==> src/rtl/fifo_level_pkg.sv <==
package fifo_level_pkg;

  localparam int unsigned LANE_RX = 0;
  localparam int unsigned LANE_TX = 1;
  localparam int unsigned NUM_LANES = 2;

  // Level for the filling direction: grows one step per code.
  function automatic int unsigned level_up(input int unsigned code,
                                           input int unsigned step);
    return step * (code + 1);
  endfunction

  // Level for the draining direction: mirror of level_up around depth+1,
  // so that the two margins match.
  function automatic int unsigned level_down(input int unsigned code,
                                             input int unsigned step,
                                             input int unsigned depth);
    return depth + 1 - level_up(code, step);
  endfunction

endpackage

==> src/rtl/fifo_level_decode.sv <==
module fifo_level_decode #(
  parameter int unsigned SEL_W = 4,
  parameter int unsigned DEPTH = 64,
  parameter int unsigned STEP  = 4,
  localparam int unsigned CNT_W = $clog2(DEPTH + 1)
) (
  input  logic [SEL_W-1:0] sel,
  output logic [CNT_W-1:0] up_level,
  output logic [CNT_W-1:0] down_level
);

  always_comb begin
    up_level   = CNT_W'(fifo_level_pkg::level_up(int'(sel), STEP));
    down_level = CNT_W'(fifo_level_pkg::level_down(int'(sel), STEP, DEPTH));
  end

  // Steps of STEP keep both levels on a fixed grid.
  always_comb begin
    AST_UP_NONZERO: assert (up_level != '0);
    AST_DOWN_NONZERO: assert (down_level != '0);
  end

endmodule

==> src/rtl/fifo_level_cmp.sv <==
module fifo_level_cmp #(
  parameter int unsigned DEPTH = 64,
  localparam int unsigned CNT_W = $clog2(DEPTH + 1)
) (
  input  logic             clk,
  input  logic             rst_n,
  input  logic [CNT_W-1:0] count,
  input  logic [CNT_W-1:0] level,
  output logic             flag_q
);

  logic reached;
  assign reached = (count >= level);

  always_ff @(posedge clk or negedge rst_n) begin
    if (!rst_n) flag_q <= 1'b0;
    else        flag_q <= reached;
  end

  AST_ONE_CYCLE: assert property (@(posedge clk) disable iff (!rst_n)
    $past(rst_n) |-> (flag_q == ($past(count) >= $past(level))));

  AST_COUNT_LEGAL: assert property (@(posedge clk) disable iff (!rst_n)
    count <= CNT_W'(DEPTH));

  AST_RISE_CAUSE: assert property (@(posedge clk) disable iff (!rst_n)
    $rose(flag_q) |-> ($past(count) >= $past(level)));

endmodule

==> src/rtl/fifo_level_flags.sv <==
module fifo_level_flags #(
  parameter int unsigned SEL_W = 4,
  parameter int unsigned DEPTH = 64,
  parameter int unsigned STEP  = 4,
  localparam int unsigned CNT_W = $clog2(DEPTH + 1)
) (
  input  logic             clk,
  input  logic             rst_n,
  input  logic [SEL_W-1:0] thr_sel,
  input  logic [CNT_W-1:0] rx_count,
  input  logic [CNT_W-1:0] tx_count,
  output logic             rx_flag,
  output logic             tx_flag
);

  import fifo_level_pkg::*;

  logic [CNT_W-1:0] rx_level;
  logic [CNT_W-1:0] tx_level;
  logic [CNT_W-1:0] lane_count [NUM_LANES];
  logic [CNT_W-1:0] lane_level [NUM_LANES];
  logic             lane_flag  [NUM_LANES];

  fifo_level_decode #(.SEL_W(SEL_W), .DEPTH(DEPTH), .STEP(STEP)) u_decode (
    .sel        (thr_sel),
    .up_level   (rx_level),
    .down_level (tx_level)
  );

  assign lane_count[LANE_RX] = rx_count;
  assign lane_count[LANE_TX] = tx_count;
  assign lane_level[LANE_RX] = rx_level;
  assign lane_level[LANE_TX] = tx_level;

  for (genvar g = 0; g < NUM_LANES; g++) begin : g_lane
    fifo_level_cmp #(.DEPTH(DEPTH)) u_cmp (
      .clk    (clk),
      .rst_n  (rst_n),
      .count  (lane_count[g]),
      .level  (lane_level[g]),
      .flag_q (lane_flag[g])
    );
  end

  assign rx_flag = lane_flag[LANE_RX];
  assign tx_flag = lane_flag[LANE_TX];

  AST_RESET_QUIET: assert property (@(posedge clk)
    !rst_n |=> (!rx_flag && !tx_flag));

  AST_MARGIN_BALANCE: assert property (@(posedge clk) disable iff (!rst_n)
    (CNT_W'(DEPTH) - rx_level) == (tx_level - CNT_W'(1)));

  AST_RX_FULL_SETS: assert property (@(posedge clk) disable iff (!rst_n)
    (rx_count == CNT_W'(DEPTH)) |=> rx_flag);

  AST_TX_EMPTY_CLEAR: assert property (@(posedge clk) disable iff (!rst_n)
    (tx_count == '0) |=> !tx_flag);

endmodule

==> config.mk <==
export PLATFORM = sky130hd
export DESIGN_NAME = fifo_level_flags
export DESIGN_NICKNAME = d
export VERILOG_FILES = /design/src/rtl/fifo_level_pkg.sv /design/src/rtl/fifo_level_decode.sv /design/src/rtl/fifo_level_cmp.sv /design/src/rtl/fifo_level_flags.sv
export SDC_FILE = /design/constraint.sdc
export NUM_CORES = 1
export LEC_CHECK = 0
export BUFFER_PORTS_ARGS = -buffer_cell sky130_fd_sc_hd__buf_2
export CAP_MARGIN = 20
export CORE_AREA = 3 3 40 42
export CTS_CLUSTER_SIZE = 8
export DETAILED_ROUTE_END_ITERATION = 7
export DIE_AREA = 0 0 43 45
export GPL_TIMING_DRIVEN = 0
export SYNTH_ARGS = -nofsm -noshare
export SYNTH_HDL_FRONTEND = slang
export SYNTH_SLANG_ARGS = --single-unit
==> constraint.sdc <==
create_clock -name clk -period 0.8 [get_ports clk]
set_clock_uncertainty 0.15 [all_clocks]
set_input_delay 0.08 -clock clk [delete_from_list [all_inputs] [get_ports clk]]
set_output_delay 0.08 -clock clk [all_outputs]
set_load 0.05 [all_outputs]
# After elaboration in Yosys (flattened, before gate mapping)
# Cells that the tools add are included.
[word_totals]
elab_cells = 6
output_inout_bits = 2
reg_bits = 2
[op_classes]
addsub = 2
order_cmp = 2
[ops]
columns = ["operator", "n"]
rows = [
  ["$ge A7 B7 Y1", 2],
  ["$sub A7 B7 Y7 const A", 1],
  ["$add A4 B1 Y5 const B", 1],
]

# Depth between registers and ports, before layout
# Gate-level depths: netlist (run 1).
[depth]
word_depth = 3
mapped_depth = 7

# Hierarchy
# From an unflattened synthesis (run 1), not the netlist that was laid out.
[unflattened]
cells_unflattened = 80
hier_area_um2 = 618.1
[modules_own_cells]
columns = ["mod", "n_inst", "area_each_um2", "cells_per_inst"]
rows = [
  ["fifo_level_decode", 1, 232.7, 32],
  ["fifo_level_cmp (g_lane[1].u_cmp)", 1, 193.9, 24],
  ["fifo_level_cmp (g_lane[0].u_cmp)", 1, 191.4, 24],
]

# Least setup slack after synthesis (run 1)
# OpenSTA, ideal clock, no wires.
[synth_timing]
path_type = "input -> register"
from = "in thr_sel[0]"
to = "reg g_lane[1].u_cmp.flag_q"
required_time_ns = 0.518
path_slack_ns = -0.649
t_arrival_ns = 1.167
path_stages = 6
path_buffers = 0
setup_time_ns = 0.132
path_cell_list = "ha_1 -> xor2_1 -> ha_1 -> o21a_1 -> o211ai_1 -> o21ai_0"
[synth_via]
elab_chain_len = 3
[synth_rtl]
columns = ["element", "line_no", "source"]
rows = [
  ["start: declaration", "fifo_level_flags.sv:9", "input logic [SEL_W-1:0] thr_sel,"],
  ["$add A4 B1 Y5", "fifo_level_pkg.sv:10", "return step * (code + 1);"],
  ["$sub A7 B7 Y7", "fifo_level_pkg.sv:18", "return depth + 1 - level_up(code, step);"],
  ["$ge A7 B7 Y1", "fifo_level_cmp.sv:13", "assign reached = (count >= level);"],
  ["named net g_lane[1].u_cmp.reached", "fifo_level_cmp.sv:12", "logic reached;"],
  ["end signal: assignment", "fifo_level_cmp.sv:17", "else flag_q <= reached;"],
  ["end: declaration", "fifo_level_cmp.sv:9", "output logic flag_q"],
]
# The timed path passes the listed nets, and every way through them passes these cells.

# Final worst setup path (run 1)
[layout_timing]
from = "in thr_sel[0]"
to = "reg g_lane[0].u_cmp.flag_q"
[layout_via]
elab_chain_len = 2
[layout_rtl]
columns = ["element", "line_no"]
rows = [
  ["$add A4 B1 Y5", "fifo_level_pkg.sv:10"],
  ["$ge A7 B7 Y1", "fifo_level_cmp.sv:13"],
  ["named net g_lane[0].u_cmp.reached", "fifo_level_cmp.sv:12"],
  ["end signal: assignment", "fifo_level_cmp.sv:17"],
  ["end: declaration", "fifo_level_cmp.sv:9"],
]
# The timed path passes the listed nets, and every way through them passes these cells.

==> summary.md, run 1 <==
| Metric | Value |
|---|---|
| Final net count | 101 |
| Initial Util | 0.2756 |
| DRC viols | 0 |
| Routed WL per cell | 10.10 um |
| Failing checks | setup timing |
| Met2 WL post-DR | 382 um |
| Gpl congestion | 0.6311 |
| CP endpoint kind | flip-flop |
| Number of global-route vias before repair | 379 |
| Gate Count Post-Synth | 40 |
| Layout cell share with drive strength beyond 1 | 0.4493 |
| Area share of the largest cell type after synthesis | 0.3887 |
| Full die area | 0.001935 sq mm |
| Commonest cells after routing, fill and taps aside | 17 x buf_2, 10 x ha_1, 4 x nand3_1, 4 x inv_1 |
| Die Span X | 43 um |
| F_max | 777.1 MHz |
| Fin. Hold Viols | 0 |
| Pin count of the biggest net entering global routing | 7 |
| Commonest non-fill, non-tap cell in the layout | buf_2 |
| Relative slew margins | 0.8169 |
| Die height | 45 um |
| Remaining global-route overflow | 0 |
| Sequential power share | 0.167 |
| Tmin final | 1.287 ns |
| Mapped Area | 354.1 sq um |
| WL final | 848 um |
| Run status | complete, but fails checks |
| Synth Register Bits | 2 |
| Syn nets | 71 |
| Biggest regs | g_lane.u_cmp.flag_q (2) |
| ANT nets after route | 0 |
| CP Data Required Time | 0.76 ns |
| PortBufs | 21 |
| Site row count | 13 |
| Final worst slack | -0.4868 ns |
| TritonCTS clock tree | built |
| Initial antenna violation count | 0 |
| Area leader, netlist | ha_1 |
| Detailed Place HPWL | 694.8 um |
| Final setup viols | 4 |
| Min-delay worst type | input port to async pin |
| Sequential element share of the synthesized area | 0.1413 |
| H-tree levels | 1 |
| Clk buf depth | 2 |
| CTS buffer count | 3 |
| Sink Count | 2 |
| Clock share of power | 0.364 |
| Min Hold Slack | 0.001405 ns |
| Worst Path Max Fanout | 6 |
| Layout Cells excl Fill | 84 |
| Total Routing Usage GR | 0.09917 |
| Vias per std cell | 4.690 |
| DR iter-0 viols | 0 |
| Met3 wire length | 77 um |
| Area growth, synth to finish | 67.49% |
| Worst-margin pin slew | 0.2708 ns |
| Synth warn | 0 |
| CTS root buffer | clkbuf_4 |
| Vias | 394 |
| Max cap viols | 0 |
| Synth top area cells | ha_1 39%, dfrtp_1 14%, nand3_1 7.1%, xor2_1 4.9%, xor2_2 4.6% |
| Number of flip-flops in the largest register | 2 |
| M1 WL | 374 um |
| Combinational fraction of design power | 0.469 |
| Syn_area_per_cell | 8.852 sq um |
| DP Cell Count | 76 |
| Synth cell types | 18 |
| Worst Setup Path Type | input port to flip-flop |
| Final Max Tran Viols | 0 |
| CP startpoint kind | input port |
| NetSw | 0.2475 mW |
| Int Pwr | 0.4781 mW |
| Peak VDD IR | 0.4181 mV |
| Period utilization | 1.609 |
| Core Area | 0.001285 sq mm |
| CP arrival | 1.25 ns |
| Io pins | 22 |
| First-pass GRT wire length | 1414 um |
| Reg with most FFs | g_lane.u_cmp.flag_q |
| Power per cell area | 1224 mW/mm^2 |
| Ant diodes | 0 |
| Setup TNS Final | -1.341 ns |
| Clock-pin slew on the worst setup and hold paths | 0.04 ns |
| Drt first pass iters | 1 |
| RSZ-0062 raised after global routing | true |
| Max Used Layer | met4 |
| Leak pwr | 0.3002 nW |
| Sw Share | 0.3411 |
-- kinds of logic after synthesis --
| family | Yosys count | synth area share |
|---|---|---|
| and+or+nand+nor | 10 | 0.1519 |
| buffers and inverters | 5 | 0.05298 |
| adders and majority gates | 11 | 0.3887 |
| xor gates and xnor gates | 4 | 0.1202 |
| AOI/OAI and AO/OA | 8 | 0.1449 |
| DFF | 2 | 0.1413 |
-- power by group through the flow --
stage	clock (mW)	sequential, mW	combinational, mW
finish	0.264	0.121	0.340
CTS	0.275	0.121	0.334
floorplan	0	0.167	0.140
global placement	0	0.119	0.283
global route	0.279	0.123	0.389
detailed placement	0	0.119	0.292
-- through the flow --
step           worst slack (ns)  area [sq um]  utilization  total power [mW]
2_1_floorplan           -0.5569         367.9            -            0.3078
3_3_place_gp            -0.8159         491.7       0.3827            0.4021
3_5_place_dp            -0.8081         491.7       0.3827            0.4105
4_1_cts                 -0.5248         580.6       0.4518            0.7300
5_1_grt                 -0.5764         593.1       0.4615            0.7905
6_report                -0.4868         593.1       0.4615            0.7256
-- layout make-up --
| type | count | area (sq um) |
|---|---|---|
| fillers | 136 | 691.9 |
| multi-input cells | 33 | 302.8 |
| inverters | 4 | 15.01 |
| flip-flops and latches | 2 | 51.30 |
| clock buffers | 4 | 26.28 |
| plain buffers | 1 | 3.754 |
| well taps | 15 | 18.77 |
| repair buffers | 25 | 175.2 |
-- cells in the mapped netlist --
library cell and n:
and3_1 1, inv_1 4, nand2_1 1, xor2_2 1, nand3_1 5, o211ai_1 2, a311oi_1 1, xnor2_1 1
a21oi_1 2, nor2b_1 1, dfrtp_1 2, nor4b_1 1, o21ai_0 2, o21a_1 1, nor2_1 1, ha_1 11
xor2_1 2, clkbuf_1 1
-- critical path, stage by stage --
cell	delay (ns)
buf_12	0.08
buf_4	0.13
nand3_2	0.10
xor2_2	0.19
ha_1	0.30
and3_1	0.15
a21oi_1	0.11
o211ai_1	0.10
-- how the worst max path moves through the flow --
stage                     from                               end  slack [ns]  depth (start not counted)
floorplan           thr_sel[0]  g_lane[1].u_cmp.flag_q$_DFF_PN0_       -0.56                          6
global placement    thr_sel[0]  g_lane[1].u_cmp.flag_q$_DFF_PN0_       -0.82                          7
detailed placement  thr_sel[0]  g_lane[0].u_cmp.flag_q$_DFF_PN0_       -0.81                          7
CTS                 thr_sel[1]  g_lane[1].u_cmp.flag_q$_DFF_PN0_       -0.52                          7
global route        thr_sel[1]  g_lane[1].u_cmp.flag_q$_DFF_PN0_       -0.58                          7
finish              thr_sel[0]  g_lane[0].u_cmp.flag_q$_DFF_PN0_       -0.49                          8
-- what timing repair did --
action,4_1_cts,5_1_grt
pin swaps,6,7
hold buffers,1,0
gates resized for setup,11,1
setup buffers,2,1
setup endpoints to repair,4,4
endpoints found under the hold margin,2,0
-- per-layer routing --
metal	track usage	up-vias
met5	0	-
met4	0.07229	0
met2	0.1587	17
met3	0.02789	2
met1	0.1135	170
li1	-	205
Note: power is estimated with default switching activity, not from simulation.
==> run 2: changes to the inputs <==
--- a/config.mk
+++ b/config.mk
@@ -7,11 +7,15 @@
 export LEC_CHECK = 0
 export BUFFER_PORTS_ARGS = -buffer_cell sky130_fd_sc_hd__buf_2
 export CAP_MARGIN = 20
-export CORE_AREA = 3 3 40 42
+export CELL_PAD_IN_SITES_DETAIL_PLACEMENT = 0
+export CELL_PAD_IN_SITES_GLOBAL_PLACEMENT = 1
+export CORE_ASPECT_RATIO = 0.9
+export CORE_MARGIN = 3
+export CORE_UTILIZATION = 24
 export CTS_CLUSTER_SIZE = 8
 export DETAILED_ROUTE_END_ITERATION = 7
-export DIE_AREA = 0 0 43 45
 export GPL_TIMING_DRIVEN = 0
+export PLACE_DENSITY_LB_ADDON = 0.1
 export SYNTH_ARGS = -nofsm -noshare
 export SYNTH_HDL_FRONTEND = slang
 export SYNTH_SLANG_ARGS = --single-unit
==> summary.md, run 2 (same netlist as run 1, synthesis figures left out) <==
| Metric | Value |
|---|---|
| Multi-input gate area | 320.3 sq um (was 302.8 sq um) |
| Clock share of power | 0.349 (was 0.364) |
| GR peak layer | met2 (unchanged) |
| Leak pwr | 0.3113 nW (was 0.3002 nW) |
| Tmin final | 1.294 ns (was 1.287 ns) |
| Full die area | 0.001973 sq mm (was 0.001935 sq mm) |
| Period utilization | 1.617 (was 1.609) |
| Min-delay worst type | input port to async pin (unchanged) |
| Peak VDD IR | 0.4700 mV (was 0.4181 mV) |
| ANT nets after route | 0 (unchanged) |
| Die Span X | 46.49 um (was 43 um) |
| Vias per std cell | 4.405 (was 4.690) |
| Combinational fraction of design power | 0.486 (was 0.469) |
| Gpl congestion | 0.5901 (was 0.6311) |
| Ant diodes | 0 (unchanged) |
| Run status | complete, but fails checks (unchanged) |
| Sink Count | 2 (unchanged) |
| PortBufs | 21 (unchanged) |
| Vias | 370 (was 394) |
| Io pins | 22 (unchanged) |
| CP startpoint kind | input port (unchanged) |
| Sw Share | 0.3355 (was 0.3411) |
| Remaining global-route overflow | 0 (unchanged) |
| Layout Cells excl Fill | 84 (unchanged) |
| CTS root buffer | clkbuf_4 (unchanged) |
| CP arrival | 1.25 ns (about the same) |
| Core Area | 0.001306 sq mm (was 0.001285 sq mm) |
| Final net count | 102 (was 101) |
| Final setup viols | 4 (unchanged) |
| F_max | 772.9 MHz (was 777.1 MHz) |
| Core Util, Final | 0.4722 (was 0.4615) |
| Max cap viols | 0 (unchanged) |
| M3 GR Usage | 0.01288 (was 0.02789) |
| Drt first pass iters | 1 (unchanged) |
| Clk buf depth | 2 (unchanged) |
| Met2 Use GR | 0.1346 (was 0.1587) |
| Met1 Use GR | 0.09596 (was 0.1135) |
| NetSw | 0.2461 mW (was 0.2475 mW) |
| Reg with most FFs | g_lane.u_cmp.flag_q (unchanged) |
| Clock-pin slew on the worst setup and hold paths | 0.04 ns (about the same) |
| Power per cell area | 1189 mW/mm^2 (was 1224 mW/mm^2) |
| Worst setup path start | thr_sel[0] (unchanged) |
| Failing checks | setup timing (unchanged) |
| Number of flip-flops in the largest register | 2 (unchanged) |
| Worst-margin pin slew | 0.2820 ns (was 0.2708 ns) |
| Initial antenna violation count | 0 (unchanged) |
| Worst Setup Path Type | input port to flip-flop (unchanged) |
| Area growth, synth to finish | 74.20% (was 67.49%) |
| Commonest cells after routing, fill and taps aside | 17 x buf_2, 10 x ha_1, 4 x nand3_1, 4 x inv_1, 4 x buf_4 (was 17 x buf_2, 10 x ha_1, 4 x nand3_1, 4 x inv_1) |
| H-tree levels | 1 (unchanged) |
| Power Total | 0.7335 mW (was 0.7256 mW) |
| CP endpoint kind | flip-flop (unchanged) |
| DRC viols | 0 (unchanged) |
| Pin count of the biggest net entering global routing | 6 (was 7) |
| Initial Util | 0.2711 (was 0.2756) |
| Biggest regs | g_lane.u_cmp.flag_q (2) (unchanged) |
| First-pass GRT wire length | 1193 um (was 1414 um) |
| Total Routing Usage GR | 0.08507 (was 0.09917) |
| CTS buffer count | 3 (unchanged) |
| Number of global-route vias before repair | 335 (was 379) |
| Final worst slack | -0.4938 ns (was -0.4868 ns) |
| Int Pwr | 0.4874 mW (was 0.4781 mW) |
| CP Data Required Time | 0.76 ns (about the same) |
| DR iter-0 viols | 0 (unchanged) |
| RSZ-0062 raised after global routing | true (unchanged) |
| Register area | 51.30 sq um (unchanged) |
| DP Cell Count | 75 (was 76) |
| Worst Path Max Fanout | 3 (was 6) |
| TritonCTS clock tree | built (unchanged) |
| Relative slew margins | 0.8094 (was 0.8169) |
| Commonest non-fill, non-tap cell in the layout | buf_2 (unchanged) |
| WL final | 781 um (was 848 um) |
| Site row count | 12 (was 13) |
| Layout cell share with drive strength beyond 1 | 0.5000 (was 0.4493) |
| Final Max Tran Viols | 0 (unchanged) |
| Setup TNS Final | -1.340 ns (was -1.341 ns) |
| Sequential power share | 0.165 (was 0.167) |
| Fin. Hold Viols | 0 (unchanged) |
| Fill count | 142 (was 136) |
| Die height | 42.44 um (was 45 um) |
| Routed WL per cell | 9.298 um (was 10.10 um) |
## run 2: cell count changes in the layout (fill, tap and decap cells not counted), sizes merged
cell / change
buf: +1
## run 2: cell type report
type	instances	share of cell area
multi-input cells	33	0.5193
repair buffers	26	0.2961
flip-flops and latches	2	0.08316
clock buffers	4	0.04260
well taps	14	0.02840
inverters	4	0.02434
plain buffers	1	0.006085
## run 2: through the flow
stage	setup slack [ns]	hold slack, ns	instance area, sq um
3_3_place_gp	-0.8443	-0.2835	490.5
2_1_floorplan	-0.5569	-0.3656	367.9
5_1_grt	-0.5718	0.004864	616.8
6_report	-0.4938	0.006081	616.8
4_1_cts	-0.5317	0.004722	600.6
3_5_place_dp	-0.8850	-0.2841	490.5
## run 2: what timing repair did
item | CTS | global route
setup endpoints to repair | 4 | 4
hold endpoints to repair | 2 | 0
hold buffers | 1 | 0
pin swaps | 6 | 9
buffers inserted | 3 | 1
gates resized for setup | 13 | 2
## run 2: power groups by stage
stage          registers [mW]  clock network (mW)  logic, mW
2_1_floorplan           0.167                   0      0.140
3_3_place_gp            0.119                   0      0.292
3_5_place_dp            0.119                   0      0.292
4_1_cts                 0.121               0.272      0.351
5_1_grt                 0.122               0.286      0.404
6_report                0.121               0.256      0.356
## run 2: path summary, 6_finish.rpt
kind,endpoint,slack [ns],depth (start not counted)
worst max-delay path,g_lane[0].u_cmp.flag_q$_DFF_PN0_,-0.49,7
worst min-delay path,g_lane[0].u_cmp.flag_q$_DFF_PN0_,0.006,2
max in group asynchronous,g_lane[1].u_cmp.flag_q$_DFF_PN0_,0.38,2
min in group clk,g_lane[0].u_cmp.flag_q$_DFF_PN0_,0.06,4
## run 2: per-layer routing
layer	vias to the layer above	share of wire
met2	17	0.47
met1	147	0.41
met5	-	0
met3	2	0.11
met4	0	0.018
li1	204	-
## run 2: critical path: stages
cell      delay [ns]
buf_12          0.10
ha_4            0.26
inv_1           0.05
ha_1            0.29
nor2b_1         0.14
a311oi_2        0.21
o211ai_1        0.12
==> run 3: changes to the inputs <==
--- a/config.mk
+++ b/config.mk
@@ -6,7 +6,6 @@
 export NUM_CORES = 1
 export LEC_CHECK = 0
 export BUFFER_PORTS_ARGS = -buffer_cell sky130_fd_sc_hd__buf_2
-export CAP_MARGIN = 20
 export CELL_PAD_IN_SITES_DETAIL_PLACEMENT = 0
 export CELL_PAD_IN_SITES_GLOBAL_PLACEMENT = 1
 export CORE_ASPECT_RATIO = 0.9
@@ -16,6 +15,7 @@
 export DETAILED_ROUTE_END_ITERATION = 7
 export GPL_TIMING_DRIVEN = 0
 export PLACE_DENSITY_LB_ADDON = 0.1
+export REMOVE_ABC_BUFFERS = 1
 export SYNTH_ARGS = -nofsm -noshare
 export SYNTH_HDL_FRONTEND = slang
 export SYNTH_SLANG_ARGS = --single-unit
==> summary.md, run 3 (same netlist as run 1, synthesis figures left out) <==
| Metric | Value |
|---|---|
| Run status | complete, but fails checks (unchanged) |
| Failing checks | setup timing (unchanged) |
| Delay-heaviest family, CP | adder cells (unchanged) |
| Die height | 42.44 um (unchanged) |
| ANT nets after route | 0 (unchanged) |
| Critical path, cell by cell | buf_12 > ha_4 > xor2_1 > ha_1 > o21a_1 > o211ai_1 > o21ai_1 (was buf_12 > ha_4 > inv_1 > ha_1 > nor2b_1 > a311oi_2 > o211ai_1) |
| H-tree levels | 1 (unchanged) |
| Commonest cells after routing, fill and taps aside | 17 x buf_2, 9 x ha_1, 5 x nand3_1 (was 17 x buf_2, 10 x ha_1, 4 x nand3_1, 4 x inv_1, 4 x buf_4) |
| First-pass GRT wire length | 1207 um (was 1193 um) |
| CP startpoint kind | input port (unchanged) |
| CP endpoint kind | flip-flop (unchanged) |
| Met3 wire length | 82 um (was 84 um) |
| Remaining global-route overflow | 0 (unchanged) |
| Vias per std cell | 4.582 (was 4.405) |
| WL final | 787 um (was 781 um) |
| Number of flip-flops in the largest register | 2 (unchanged) |
| Worst Setup Path Type | input port to flip-flop (unchanged) |
| Period utilization | 1.640 (was 1.617) |
| Io pins | 22 (unchanged) |
| Slowest Stage Delay on Critical Path | 0.29 ns (about the same) |
| Met2 WL post-DR | 357 um (was 364 um) |
| Max cap viols | 0 (unchanged) |
| Full die area | 0.001973 sq mm (unchanged) |
| PortBufs | 21 (unchanged) |
| DP Worst Slack | -0.9456 ns (was -0.8850 ns) |
| Setup TNS Final | -1.318 ns (was -1.340 ns) |
| WP buf/inv | 1 (was 2) |
| Initial Util | 0.2711 (unchanged) |
| Detailed Place HPWL | 655.6 um |
| Number of global-route vias before repair | 334 (was 335) |
| Relative slew margins | 0.7884 (was 0.8094) |
| Final worst slack | -0.5120 ns (was -0.4938 ns) |
| Initial antenna violation count | 0 (unchanged) |
| Final net count | 98 (was 102) |
| Max Used Layer | met3 (was met4) |
| Tmin final | 1.312 ns (was 1.294 ns) |
| Sink Count | 2 (unchanged) |
| Worst-margin pin slew | 0.3131 ns (was 0.2820 ns) |
| CP arrival | 1.25 ns (about the same) |
| Leak pwr | 0.2926 nW (was 0.3113 nW) |
| Core Area | 0.001306 sq mm (unchanged) |
| Biggest regs | g_lane.u_cmp.flag_q (2) (unchanged) |
| Layout cell share with drive strength beyond 1 | 0.4615 (was 0.5000) |
| Final Max Tran Viols | 0 (unchanged) |
| CTS buffer count | 3 (unchanged) |
| M1 WL | 347 um (was 317 um) |
| Clock-pin slew on the worst setup and hold paths | 0.03 ns (was 0.04 ns) |
| Pin count of the biggest net entering global routing | 6 (unchanged) |
| Routed WL per cell | 9.962 um (was 9.298 um) |
| Drt first pass iters | 4 (was 1) |
| Power per cell area | 1165 mW/mm^2 (was 1189 mW/mm^2) |
| CTS root buffer | clkbuf_4 (unchanged) |
| Multi-input gate area | 317.8 sq um (was 320.3 sq um) |
| Worst Path Max Fanout | 4 (was 3) |
| Site row count | 12 (unchanged) |
| Clk buf depth | 2 (unchanged) |
| Total Routing Usage GR | 0.08743 (was 0.08507) |
| Min-delay worst type | input port to async pin (unchanged) |
| DR iter-0 viols | 8 (was 0) |
| Vias | 362 (was 370) |
| Min Hold Slack | 0.01812 ns (was 0.006081 ns) |
| Die Span X | 46.49 um (unchanged) |
| Final setup viols | 4 (unchanged) |
| F_max | 762.2 MHz (was 772.9 MHz) |
| DRC viols | 0 (unchanged) |
| Peak VDD IR | 0.5256 mV (was 0.4700 mV) |
| Power Total | 0.6795 mW (was 0.7335 mW) |
| Ant diodes | 0 (unchanged) |
| RSZ-0062 raised after global routing | true (unchanged) |
| Gpl congestion | 0.6729 (was 0.5901) |
| TritonCTS clock tree | built (unchanged) |
| Fin. Hold Viols | 0 (unchanged) |
| Register area | 50.05 sq um (was 51.30 sq um) |
| Critical Path Slowest Stage Cell | ha_1 (unchanged) |
| Fill count | 136 (was 142) |
| Reg with most FFs | g_lane.u_cmp.flag_q (unchanged) |
| Area growth, synth to finish | 64.66% (was 74.20%) |
| Commonest non-fill, non-tap cell in the layout | buf_2 (unchanged) |
| CP Data Required Time | 0.74 ns (was 0.76 ns) |
==> run 3: worst max-delay path by stage <==
stage / cells past startpoint / slack (ns) / from / endpoint
after floorplan: 6 / -0.65 / thr_sel[0] / g_lane[1].u_cmp.flag_q$_DFF_PN0_
after global placement: 8 / -0.94 / thr_sel[0] / g_lane[1].u_cmp.flag_q$_DFF_PN0_
after detailed placement: 7 / -0.95 / thr_sel[0] / g_lane[0].u_cmp.flag_q$_DFF_PN0_
after CTS: 7 / -0.50 / thr_sel[0] / g_lane[1].u_cmp.flag_q$_DFF_PN0_
after global routing: 7 / -0.54 / thr_sel[0] / g_lane[1].u_cmp.flag_q$_DFF_PN0_
final: 7 / -0.51 / thr_sel[0] / g_lane[1].u_cmp.flag_q$_DFF_PN0_
==> run 3: metal layers <==
layer | vias up | global-route usage
met2 | 18 | 0.1319
met5 | - | 0
met4 | 0 | 0.06818
met1 | 149 | 0.1055
met3 | 0 | 0.01288
li1 | 195 | -
==> run 3: timing repair <==
action | CTS | global route
cloned | 0 | 0
buffers inserted | 1 | 0
gates resized for setup | 15 | 1
hold buffers | 1 | 0
pin swaps | 3 | 2
setup endpoints to repair | 4 | 4
endpoints found under the hold margin | 2 | 0
==> run 3: cell type report <==
class,instances,share of cell area
tap,14,0.03004
inverter,4,0.02575
clock buffer,3,0.03863
multi-input combinational,33,0.5451
sequential,2,0.08584
timing repair buffer,23,0.2747
==> run 3: power breakdown <==
group	leakage, nW	internal (mW)	switching (mW)
clock network	0.0138	0.165	0.0560
logic	0.256	0.172	0.166
registers	0.0225	0.115	0.00536
total	0.293	0.452	0.227
==> run 3: through the flow <==
step | cell area [sq um] | cells | utilization
finish | 583.1 | 79 | 0.4464
global route | 583.1 | 79 | 0.4464
CTS | 579.3 | 79 | 0.4435
detailed placement | 473.0 | 74 | 0.3621
global placement | 473.0 | 74 | 0.3621
floorplan | 350.3 | 39 | -
